--- config.mk ---
export PLATFORM = sky130hd
export DESIGN_NAME = lsm_addr_seq
export DESIGN_NICKNAME = d
export VERILOG_FILES = /design/src/rtl/lsm_pkg.sv /design/src/rtl/lsm_popcnt.sv /design/src/rtl/lsm_lowest_pick.sv /design/src/rtl/lsm_addr_plan.sv /design/src/rtl/lsm_addr_seq.sv
export SDC_FILE = /design/constraint.sdc
export NUM_CORES = 1
export LEC_CHECK = 0
export CORE_MARGIN = 3
export CORE_UTILIZATION = 50
export CTS_CLUSTER_SIZE = 24
export DETAILED_ROUTE_END_ITERATION = 16
export PLACE_DENSITY = 0.75
export SETUP_SLACK_MARGIN = 0.2
export SYNTH_ARGS = -nofsm -noshare
export SYNTH_HDL_FRONTEND = slang
export SYNTH_SLANG_ARGS = --single-unit
--- constraint.sdc ---
create_clock -name clk_i -period 4.2 [get_ports clk_i]
set_clock_uncertainty 0.05 [all_clocks]
set_input_delay 0.42 -clock clk_i [delete_from_list [all_inputs] [get_ports clk_i]]
set_output_delay 0.42 -clock clk_i [all_outputs]
set_load 0.01 [all_outputs]
--- src/rtl/lsm_pkg.sv ---
package lsm_pkg;
  typedef enum logic [1:0] {
    MODE_INC_AFTER  = 2'd0,
    MODE_INC_BEFORE = 2'd1,
    MODE_DEC_AFTER  = 2'd2,
    MODE_DEC_BEFORE = 2'd3
  } lsm_mode_e;

  typedef enum logic [1:0] {
    ST_IDLE = 2'd0,
    ST_RUN  = 2'd1,
    ST_DONE = 2'd2
  } lsm_state_e;
endpackage

--- src/rtl/lsm_popcnt.sv ---
module lsm_popcnt #(
  parameter int W = 16,
  localparam int CNT_W = $clog2(W + 1)
) (
  input  logic [W-1:0]     vec_i,
  output logic [CNT_W-1:0] cnt_o
);
  always_comb begin
    cnt_o = '0;
    for (int i = 0; i < W; i++) begin
      cnt_o = cnt_o + CNT_W'(vec_i[i]);
    end
  end
endmodule

--- src/rtl/lsm_lowest_pick.sv ---
module lsm_lowest_pick #(
  parameter int W = 16,
  localparam int IDX_W = $clog2(W)
) (
  input  logic [W-1:0]     vec_i,
  output logic [IDX_W-1:0] idx_o,
  output logic             any_o,
  output logic             last_o
);
  always_comb begin
    idx_o = '0;
    for (int i = W - 1; i >= 0; i--) begin
      if (vec_i[i]) idx_o = IDX_W'(i);
    end
  end

  assign any_o  = |vec_i;
  // single bit left: clearing lowest set bit yields zero
  assign last_o = any_o && ((vec_i & (vec_i - W'(1))) == '0);
endmodule

--- src/rtl/lsm_addr_plan.sv ---
module lsm_addr_plan
  import lsm_pkg::*;
#(
  parameter int ADDR_W = 32,
  parameter int CNT_W  = 5,
  parameter int STEP   = 4
) (
  input  logic [ADDR_W-1:0] base_i,
  input  logic [CNT_W-1:0]  cnt_i,
  input  logic [1:0]        mode_i,
  output logic [ADDR_W-1:0] first_o,
  output logic [ADDR_W-1:0] final_o
);
  localparam logic [ADDR_W-1:0] STEP_V = ADDR_W'(STEP);

  lsm_mode_e          mode;
  logic [ADDR_W-1:0]  span;

  assign mode = lsm_mode_e'(mode_i);
  assign span = ADDR_W'(cnt_i) * STEP_V;

  always_comb begin
    unique case (mode)
      MODE_INC_AFTER: begin
        first_o = base_i;
        final_o = base_i + span;
      end
      MODE_INC_BEFORE: begin
        first_o = base_i + STEP_V;
        final_o = base_i + span;
      end
      MODE_DEC_AFTER: begin
        first_o = base_i - span + STEP_V;
        final_o = base_i - span;
      end
      default: begin
        first_o = base_i - span;
        final_o = base_i - span;
      end
    endcase
  end
endmodule

--- src/rtl/lsm_addr_seq.sv ---
module lsm_addr_seq
  import lsm_pkg::*;
#(
  parameter int ADDR_W = 32,
  parameter int NREG   = 16,
  parameter int STEP   = 4,
  localparam int IDX_W = $clog2(NREG),
  localparam int CNT_W = $clog2(NREG + 1)
) (
  input  logic              clk_i,
  input  logic              rst_ni,
  input  logic              start_i,
  input  logic [ADDR_W-1:0] base_i,
  input  logic [NREG-1:0]   reg_list_i,
  input  logic [1:0]        mode_i,
  input  logic              wb_en_i,
  output logic              busy_o,
  output logic              beat_valid_o,
  input  logic              beat_ready_i,
  output logic [ADDR_W-1:0] beat_addr_o,
  output logic [IDX_W-1:0]  beat_reg_o,
  output logic              beat_last_o,
  output logic              wb_valid_o,
  output logic [ADDR_W-1:0] wb_base_o
);
  lsm_state_e        state_q;
  logic [NREG-1:0]   mask_q;
  logic [ADDR_W-1:0] addr_q;
  logic [ADDR_W-1:0] wb_base_q;
  logic              wb_en_q;

  logic [CNT_W-1:0]  req_cnt;
  logic [ADDR_W-1:0] first_addr;
  logic [ADDR_W-1:0] final_base;
  logic [IDX_W-1:0]  cur_idx;
  logic              mask_any;
  logic              mask_last;
  logic              accept;

  lsm_popcnt #(.W(NREG)) u_popcnt (
    .vec_i (reg_list_i),
    .cnt_o (req_cnt)
  );

  lsm_addr_plan #(.ADDR_W(ADDR_W), .CNT_W(CNT_W), .STEP(STEP)) u_plan (
    .base_i  (base_i),
    .cnt_i   (req_cnt),
    .mode_i  (mode_i),
    .first_o (first_addr),
    .final_o (final_base)
  );

  lsm_lowest_pick #(.W(NREG)) u_pick (
    .vec_i  (mask_q),
    .idx_o  (cur_idx),
    .any_o  (mask_any),
    .last_o (mask_last)
  );

  assign accept = (state_q == ST_RUN) && beat_ready_i;

  always_ff @(posedge clk_i or negedge rst_ni) begin
    if (!rst_ni) begin
      state_q   <= ST_IDLE;
      mask_q    <= '0;
      addr_q    <= '0;
      wb_base_q <= '0;
      wb_en_q   <= 1'b0;
    end else begin
      unique case (state_q)
        ST_IDLE: begin
          if (start_i) begin
            mask_q    <= reg_list_i;
            addr_q    <= first_addr;
            wb_base_q <= final_base;
            wb_en_q   <= wb_en_i;
            state_q   <= (|reg_list_i) ? ST_RUN : ST_DONE;
          end
        end
        ST_RUN: begin
          if (accept) begin
            mask_q <= mask_q & (mask_q - NREG'(1));
            addr_q <= addr_q + ADDR_W'(STEP);
            if (mask_last || !mask_any) state_q <= ST_DONE;
          end
        end
        default: state_q <= ST_IDLE;
      endcase
    end
  end

  assign busy_o       = (state_q != ST_IDLE);
  assign beat_valid_o = (state_q == ST_RUN);
  assign beat_addr_o  = addr_q;
  assign beat_reg_o   = cur_idx;
  assign beat_last_o  = (state_q == ST_RUN) && mask_last;
  assign wb_valid_o   = (state_q == ST_DONE) && wb_en_q;
  assign wb_base_o    = wb_base_q;
endmodule

Word-level counts from Yosys, hierarchy flattened. Index checks and enable logic that the tools add are counted. Widths: inputs -> output; s select.

Output and inout port bits: 72. Input port bits: 55. Register bits after elaboration: 83. Logic and storage cells: 80.

Reduce and logical (&&, ||, !) cells: 17. $add $sub $neg: 21. Equal/unequal tests: 7. Bitwise gates (word level): 1. Muxes and demuxes: 29.

Operators by type and width (number): $add 32x3->32 const B (3); $mux 32 (3); $pmux 32 s3 (1); $add 5x1->5 (14); $mux 4 (16); $pmux 32 s2 (1); $add 32x7->32 (1); $mux 16 (2); $pmux 16 s2 (1); $reduce_or 16->1 (2); $sub 32x7->32 (1); $and 16x16->16 (1); $logic_not 16->1 (1); $sub 16x1->16 const B (1); $mux 2 (4); $reduce_and 3->1 (2); $eq 2x1->1 const B (2); $eq 2x2->1 const B (2); $logic_and 1x1->1 (4); $logic_not 2->1 (2); $ne 2x1->1 const B (2); $pmux 2 s2 (1); $reduce_bool 2->1 (2); $add 1x1->2 (1); other kinds (5) (5).

Depth between registers and ports, before layout. Gate-level depths: netlist of the first run.

Word-level depth: 20. Mapped depth: 27. Depth with buffers taken out: 25.

Cells and area by module. Synthesis of the first run repeated with hierarchy kept, for this count alone.

Cells, all modules: 1128. Area total of the unflattened synthesis: 8426.8 um^2.

By module, submodules not included: lsm_addr_seq (area an instance 4164.0 um^2, cells an instance 466, seq. area each 2077.0 um^2, instances 1); lsm_addr_plan (area an instance 3453.3 um^2, cells an instance 559, seq. area each 0.0 um^2, instances 1); lsm_popcnt (area an instance 481.7 um^2, cells an instance 52, seq. area each 0.0 um^2, instances 1); lsm_lowest_pick (area an instance 327.8 um^2, cells an instance 51, seq. area each 0.0 um^2, instances 1).

Least setup slack after synthesis of the first run. Ideal clock, no wire load.

Path kind: input to register. Start point: input port reg_list_i[0]. End point: register addr_q[31] (netlist: beat_addr_o[31]). Data arrival time: 6.180 ns. Setup time: 0.092 ns. Data required time: 4.058 ns. Path slack: -2.122 ns. Path buffers: 0. Cell stages on the path: 19. Cell sequence: inv_1 > ha_1 > inv_1 > fa_1 > fa_1 > fa_1 > fa_1 > fa_1 > fa_1 > inv_1 > fa_1 > or2_2 > a211oi_1 > nor3_1 > a2111o_1 > nor3_1 > and4_1 > a31oi_1 > o31ai_2.

Longest elaborated chain between the ends: 20.

RTL lines: start: declaration (line lsm_addr_seq.sv:14) `input logic [NREG-1:0] reg_list_i,`; $add 1x1->2 (*) (line lsm_popcnt.sv:11) `cnt_o = cnt_o + CNT_W'(vec_i[i]);`; $add 5x1->5 (*) (14 in series) (line lsm_popcnt.sv:11); $sub 32x7->32 (*) (line lsm_addr_plan.sv:33, lsm_addr_plan.sv:37); $add 32x3->32 (line lsm_addr_plan.sv:33) `first_o = base_i - span + STEP_V;`; $pmux 32 s3 (*) (line lsm_addr_plan.sv:23) `unique case (mode)`; $mux 32 (*) (line lsm_addr_seq.sv:72) `if (start_i) begin`; $pmux 32 s2 (*) (line lsm_addr_seq.sv:70) `unique case (state_q)`; end signal: assignment (line lsm_addr_seq.sv:74) `addr_q <= first_addr;`; end signal: assignment (line lsm_addr_seq.sv:83) `addr_q <= addr_q + ADDR_W'(STEP);`; end: declaration (line lsm_addr_seq.sv:28) `logic [ADDR_W-1:0] addr_q;`.

Mark *: on every way between the ends. The rest lies on a longest branch, timed or not. The select of a mux whose other input is x is not followed. A chain may end at the register's enable or synchronous reset.

Worst setup path after layout of the first run.
Start point: input port reg_list_i[0]. End point: register addr_q[10] (netlist: beat_addr_o[10]).

The elaborated chain is that of the path after synthesis.

==> results of run 1 <==
[stage by stage]
step | setup TNS [ps] | power, mW | worst slack, ps | std cells
2_1_floorplan | -80420 | 4.30 | -1910 | 1135
3_3_place_gp | -137750 | 6.40 | -3120 | 1585
3_5_place_dp | -146330 | 6.51 | -3260 | 1585
4_1_cts | -86280 | 7.95 | -1880 | 1625
5_1_grt | -97380 | 8.91 | -2040 | 1637
6_report | -89140 | 8.42 | -1950 | 1637
[timing repair]
action | CTS | global route
pin swaps | 65 | 56
endpoints found under the hold margin | 0 | 0
setup buffers | 23 | 12
gates cloned | 1 | 0
resized for setup | 163 | 67
endpoints found under the setup margin | 61 | 59
[where the power goes]
part           leakage, nW  total, mW  internal [mW]  switching, mW
sequential           0.992       1.64           1.18          0.452
combinational         4.14       5.84           2.85           3.00
clock                0.157      0.935          0.544          0.391
total                 5.29       8.42           4.58           3.84
[path summary, 6_finish.rpt]
path                                 from              end  slack, ps  cells past startpoint
max                         reg_list_i[0]  beat_addr_o[10]      -1950                     22
min                                rst_ni     wb_base_o[3]         80                      1
min reg2reg                       wb_en_q          wb_en_q        430                      2
min in group clk_i          reg_list_i[0]        mask_q[0]        360                      4
max reg2reg                beat_addr_o[2]  beat_addr_o[28]       1000                      9
max in group asynchronous          rst_ni  beat_addr_o[23]       3120                      2
[placed cells by master (no fill, tap or decap), types with 26 or more instances in the layout]
| cell | Yosys | routed |
|---|---|---|
| buf_4 | 2 | 175 |
| buf_6 | 2 | 36 |
| nand3_1 | 44 | 39 |
| nor2_1 | 99 | 89 |
| clkdlybuf4s50_1 | 0 | 117 |
| xnor2_1 | 44 | 35 |
| nor3_1 | 41 | 32 |
| dfrtp_1 | 83 | 83 |
| o21ai_0 | 95 | 61 |
| nand2_1 | 124 | 115 |
| a21oi_1 | 70 | 58 |
| inv_1 | 56 | 48 |
| o21ai_1 | 0 | 26 |
[cell usage after synthesis, types with 4 or more instances]
library cell / instances
a2111o_1: 4
a2111oi_0: 4
a211oi_1: 14
a21boi_0: 4
a21o_1: 12
a21oi_1: 70
a22oi_1: 4
a311oi_1: 4
a31oi_1: 19
a41oi_1: 4
and2_1: 10
and3_1: 14
and4_1: 11
buf_1: 5
buf_2: 10
clkbuf_1: 57
dfrtp_1: 83
fa_1: 12
ha_1: 24
inv_1: 56
mux2i_1: 8
nand2_1: 124
nand2b_1: 9
nand3_1: 44
nand4_1: 25
nor2_1: 99
nor2b_1: 9
nor3_1: 41
nor4_1: 20
nor4b_1: 6
o21a_1: 9
o21ai_0: 95
o21bai_1: 10
o22ai_1: 21
o311ai_0: 7
o31ai_1: 6
or2_2: 9
or3_1: 6
or4_1: 7
xnor2_1: 44
xor2_1: 23
[layout make-up]
type                            instances  area (sq um)
Clock inverter                          6          95.1
Multi-Input combinational cell        919          6960
Inverter                               57           239
Timing Repair Buffer                  342          3070
Tap cell                              220           275
Fill cell                            1231          3740
Clock buffer                           10           239
Sequential cell                        83          2080
[cell families after synthesis]
logic type	after synthesis	share of synthesized area, %
buffers and inverters	133	6.24
and+or+nand+nor	463	28.4
adders and majority gates	39	6.66
muxes	12	1.46
xor gates and xnor gates	68	7.04
AOI/OAI and AO/OA	337	26.0
DFF	83	24.3
[registers in the layout, summed over array words and instances (netlist names)]
signal and cells:
beat_addr_o 32, wb_en_q 1, wb_base_o 32, state_q 2, mask_q 16
[metal layers]
| metal | wire length, microns | track usage, % | vias up |
|---|---|---|---|
| met1 | 13200 | 44.6 | 4984 |
| li1 | - | - | 4716 |
| met2 | 16800 | 61.1 | 559 |
| met5 | 0 | 0 | - |
| met4 | 1790 | 17.6 | 0 |
| met3 | 2860 | 6.25 | 125 |
[worst register-to-register path, stage by stage, from the launching register on]
cell and delay [ps]:
dfrtp_1 470, ha_1 270, nand4_1 280, nor3_1 710, nand4_1 250, or2_2 340
mux2i_1 400, nor4b_1 110, mux2i_1 140, nand2_1 80
==> results_dict.tcl, run 1 <==
set metrics [dict create \
    io_pins 127 \
    die-area_sq_um 18700 \
    grt_first_pass_wirelength_mm 52.8 \
    yosysTopAreaCellShare_pct 24.3 \
    synthCells 1135 \
    ys_async_sr_fraction_pct 100 \
    clkSlewWorstSetupHoldPaths_ps 70 \
    finalCoreUtilization_pct 77.6 \
    drive_above_1_share_pct 30.3 \
    diodes 0 \
    postRouteAntennaNets 0 \
    dp_hpwl_mm 24.6 \
    synth_edf_count 0 \
    maxCapViolations 0 \
    max_slew_margin_pct 44.1 \
    cp_num_buf_inv 5 \
    htreeDepth 3 \
    yosysWarnings 0 \
    power_density_nw_per_um2 649 \
    netlist_area_sq_um 8560 \
    slew_violations 0 \
    die_x_microns 137 \
    crit_path_frequent_cell "fa_1" \
    dr.pass1.iters 6 \
    required_ps 4390 \
    viasPerCell 6.34 \
    start_util_pct 51.3 \
    synth_area_per_cell_sq_um 7.54 \
    grt_util_all_layers_pct 36.1 \
    row_count 47 \
    grt_max_degree 76 \
    first_iter_violations 892 \
    fmax_ghz 0.163 \
    grt_pass1_vias 9785 \
    leakage_nw 5.29 \
    critPathTopFamily "adder cells" \
    wl_mm 34.6 \
    yosys-top-cells-area "dfrtp_1 24%, o21ai_0 5.6%, nand2_1 5.4%, xnor2_1 4.5%, nor2_1 4.3%" \
    numPortBuffers 126 \
    place_congestion 0.981 \
    cts_buffer_depth 2 \
    coreArea_sq_um 16700 \
    syn_to_final_growth_pct 51.4 \
    final-setup-viol-count 59 \
    grt_setup_unrepaired "true" \
    hold_class "in2async" \
    dpl_cell_area_sq_um 11400 \
    status "complete, but fails checks" \
    hold_viol_final 0 \
    postLayoutCellArea_sq_um 13000 \
    min_period_ps 6150 \
    drc 0 \
    arrival_ps 6340 \
    cp-end-kind "register" \
    nNetsFinal 1503 \
    critPathMaxFanout 6 \
    yosysSeqAreaShare_pct 24.3 \
    criticalPathCategory "in2reg" \
    cts_tree "built" \
    clock_latency_ps 360 \
    max_stage_delay_ps 550 \
    tightest_slew_ps 832 \
    ir_worst_vdd_mv 0.568 \
    die_h_microns 137 \
    avgRoutedWirePerCell_microns 21.1 \
    cts_buffers 9 \
    crit_path_start_kind "input port" \
    root_buffer "clkbuf_16" \
    slowest_stage "a2111o_2" \
    violations "negative setup slack" \
    setup_ws_ps -1950 \
    antenna_found_initial 0 \
    fin_crit_sh_pct 146 \
    synth_cell_type_count 89 \
    synth.net_count 1226 \
    crit_chain "buf_12, inv_12, ha_4, inv_4, fa_1, fa_1, fa_1, fa_1, fa_2, fa_2, xnor2_2, ha_4, buf_6, or2_4, a211oi_4, nor3_4, a2111o_2, a21oi_2, xnor2_1, a2111oi_4, buf_4, a211oi_1" \
    synth_top_area_cell "dfrtp_1" \
    grt.overflow.total 0 \
    fin_hold_ws_ps 82.2 \
    hold_buffers 0 \
    ys_ff_latch 83 \
    vias 10384 \
    synth_ff_type "dfrtp_1" \
    clock-sinks 83 \
]
Note: power is estimated with default switching activity, not from simulation.
==> run 2, diff against run 1 <==
Settings changed: ABC_AREA set to 0, CORE_MARGIN 3 to 2.
==> run 2 against run 1 <==
  * Sequential share of layout area down 0.40 points
  * Non-clock buffer count up 19
  * Critical path type unchanged
  * Clock power down 6.7%
  * The run still ends with negative setup slack left
  * Critical path depth up 3
  * Utilization up 2.3 points
  * Worst hold slack better by 22 ps
  * Final cell count up 1.2%
  * Via count up 3.6%
  * Global-route usage up 1.5 points
  * First-iteration DRC count up 9.6%
  * Wire length up 5.1%
==> results_dict.tcl, run 2 (synthesis results as in run 1) <==
set metrics [dict create \
    reg2reg_slack_ps 1040 \
    fin_total_pwr_mw 8.85 \
    layout.cells.non_filler 1656 \
    nNetsFinal 1522 \
    first_iter_violations 978 \
    layout_commonest_cell "buf_4" \
    htreeDepth 3 \
    tightest_slew_ps 828 \
    cp-end-kind "register" \
    power_density_nw_per_um2 666 \
    io_pins 127 \
    wl_mm 36.3 \
    syn_to_final_growth_pct 55.3 \
    ir_worst_vdd_mv 0.587 \
    start_util_pct 51.4 \
    crit_path_start_kind "input port" \
    leakage_nw 5.45 \
    numPortBuffers 126 \
    maxCapViolations 0 \
    place_congestion 0.976 \
    die_h_microns 135 \
    p_int_mw 4.77 \
    grt.overflow.total 0 \
    coreArea_sq_um 16600 \
    die-area_sq_um 18200 \
    max_slew_margin_pct 44.3 \
    hold_viol_final 0 \
    setup_ws_ps -2070 \
    final-setup-viol-count 59 \
    violations "negative setup slack" \
    mostFrequentLayoutCells "173 x buf_4, 117 x clkdlybuf4s50_1, 112 x nand2_1" \
    reg2regPathDepth 9 \
    power_frac_clock_pct 9.9 \
    r2r-end "beat_addr_o[28]" \
    cts_buffer_depth 2 \
    arrival_ps 6430 \
    place_ws_ps -2880 \
    switchingPower_mw 4.07 \
    slew_violations 0 \
    clock-sinks 83 \
    antenna_found_initial 0 \
    fmax_ghz 0.159 \
    r2r-start "beat_addr_o[2]" \
    grt_setup_unrepaired "true" \
    fin_hold_ws_ps 104 \
    avgRoutedWirePerCell_microns 21.9 \
    status "complete, but fails checks" \
    drive_above_1_share_pct 31.9 \
    pwr-share-comb_pct 71.7 \
    vias 10756 \
    die_x_microns 135 \
    clkSlewWorstSetupHoldPaths_ps 70 \
    viasPerCell 6.50 \
    grt_first_pass_wirelength_mm 53.8 \
    fin_crit_sh_pct 149 \
    swShare_pct 46.0 \
    grt_pass1_vias 10126 \
    root_buffer "clkbuf_16" \
    diodes 0 \
    dr.pass1.iters 5 \
    required_ps 4360 \
    drc 0 \
    postRouteAntennaNets 0 \
    clock_latency_ps 360 \
    row_count 47 \
    cts_tree "built" \
    dp.cells 1585 \
    finalSetupTns_ps -95380 \
    min_period_ps 6270 \
    grt_util_all_layers_pct 37.6 \
    hold_class "in2async" \
    criticalPathCategory "in2reg" \
    cts_buffers 9 \
    dp_hpwl_mm 24.3 \
    critPathMaxFanout 5 \
    pwr-share-seq_pct 18.5 \
    grt_max_degree 58 \
]
[run 2: power by group through the flow]
stage | clock [mW] | combinational, mW | sequential (mW)
after CTS | 0.879 | 5.61 | 1.62
after global placement | 0 | 4.83 | 1.61
final | 0.872 | 6.34 | 1.64
after detailed placement | 0 | 4.92 | 1.62
after floorplan | 0 | 2.67 | 1.63
after global routing | 0.915 | 6.68 | 1.69
[run 2: stage by stage]
step,util [%],instance area (sq um)
final,79.9,13300
after floorplan,-,8840
after global routing,79.9,13300
after detailed placement,68.5,11400
after global placement,68.5,11400
after CTS,76.6,12700
[run 2: worst max path at each step]
stage | from | endpoint | slack (ps) | depth (start not counted)
6_report | reg_list_i[0] | beat_addr_o[16] | -2070 | 25
4_1_cts | reg_list_i[0] | beat_addr_o[10] | -1890 | 26
3_3_place_gp | reg_list_i[0] | beat_addr_o[31] | -2760 | 21
2_1_floorplan | reg_list_i[0] | beat_addr_o[26] | -1910 | 22
3_5_place_dp | reg_list_i[0] | beat_addr_o[19] | -2880 | 23
5_1_grt | reg_list_i[0] | beat_addr_o[10] | -2200 | 29
[run 2: final cells by class]
type / count / area (sq um)
tap: 220 / 275
sequential: 83 / 2080
multi-input combinational: 919 / 7100
clock buffer: 10 / 239
inverter: 57 / 239
timing repair buffer: 361 / 3290
fill: 1149 / 3350
clock inverter: 6 / 71.3
[run 2: metal layers]
metal  GRT usage, %  vias to the layer above  part of all wire [%]
met5              0                        -                     0
met4           21.2                        0                   6.8
li1               -                     4743                     -
met3           5.52                      192                   7.7
met1           47.2                     5187                    38
met2           62.0                      634                    48
[run 2: critical path: stages]
cell	delay, ps
buf_12	90
inv_12	30
ha_4	250
inv_4	30
fa_1	530
fa_2	460
fa_2	410
fa_1	560
inv_1	60
ha_1	280
nor2b_1	130
o21ai_1	240
nand2b_1	160
xor2_2	190
ha_1	350
buf_4	180
inv_1	120
a211oi_4	360
nor3_2	110
a2111o_2	520
nor3_4	340
buf_6	190
a21oi_4	60
o21ai_2	200
a41oi_2	140
[run 2: repair_timing]
item | in CTS | in global routing
hold buffers | 0 | 0
pin swaps | 80 | 53
setup buffers | 38 | 17
hold endpoints to repair | 0 | 0
setup endpoints to repair | 61 | 60
resized for setup | 190 | 87
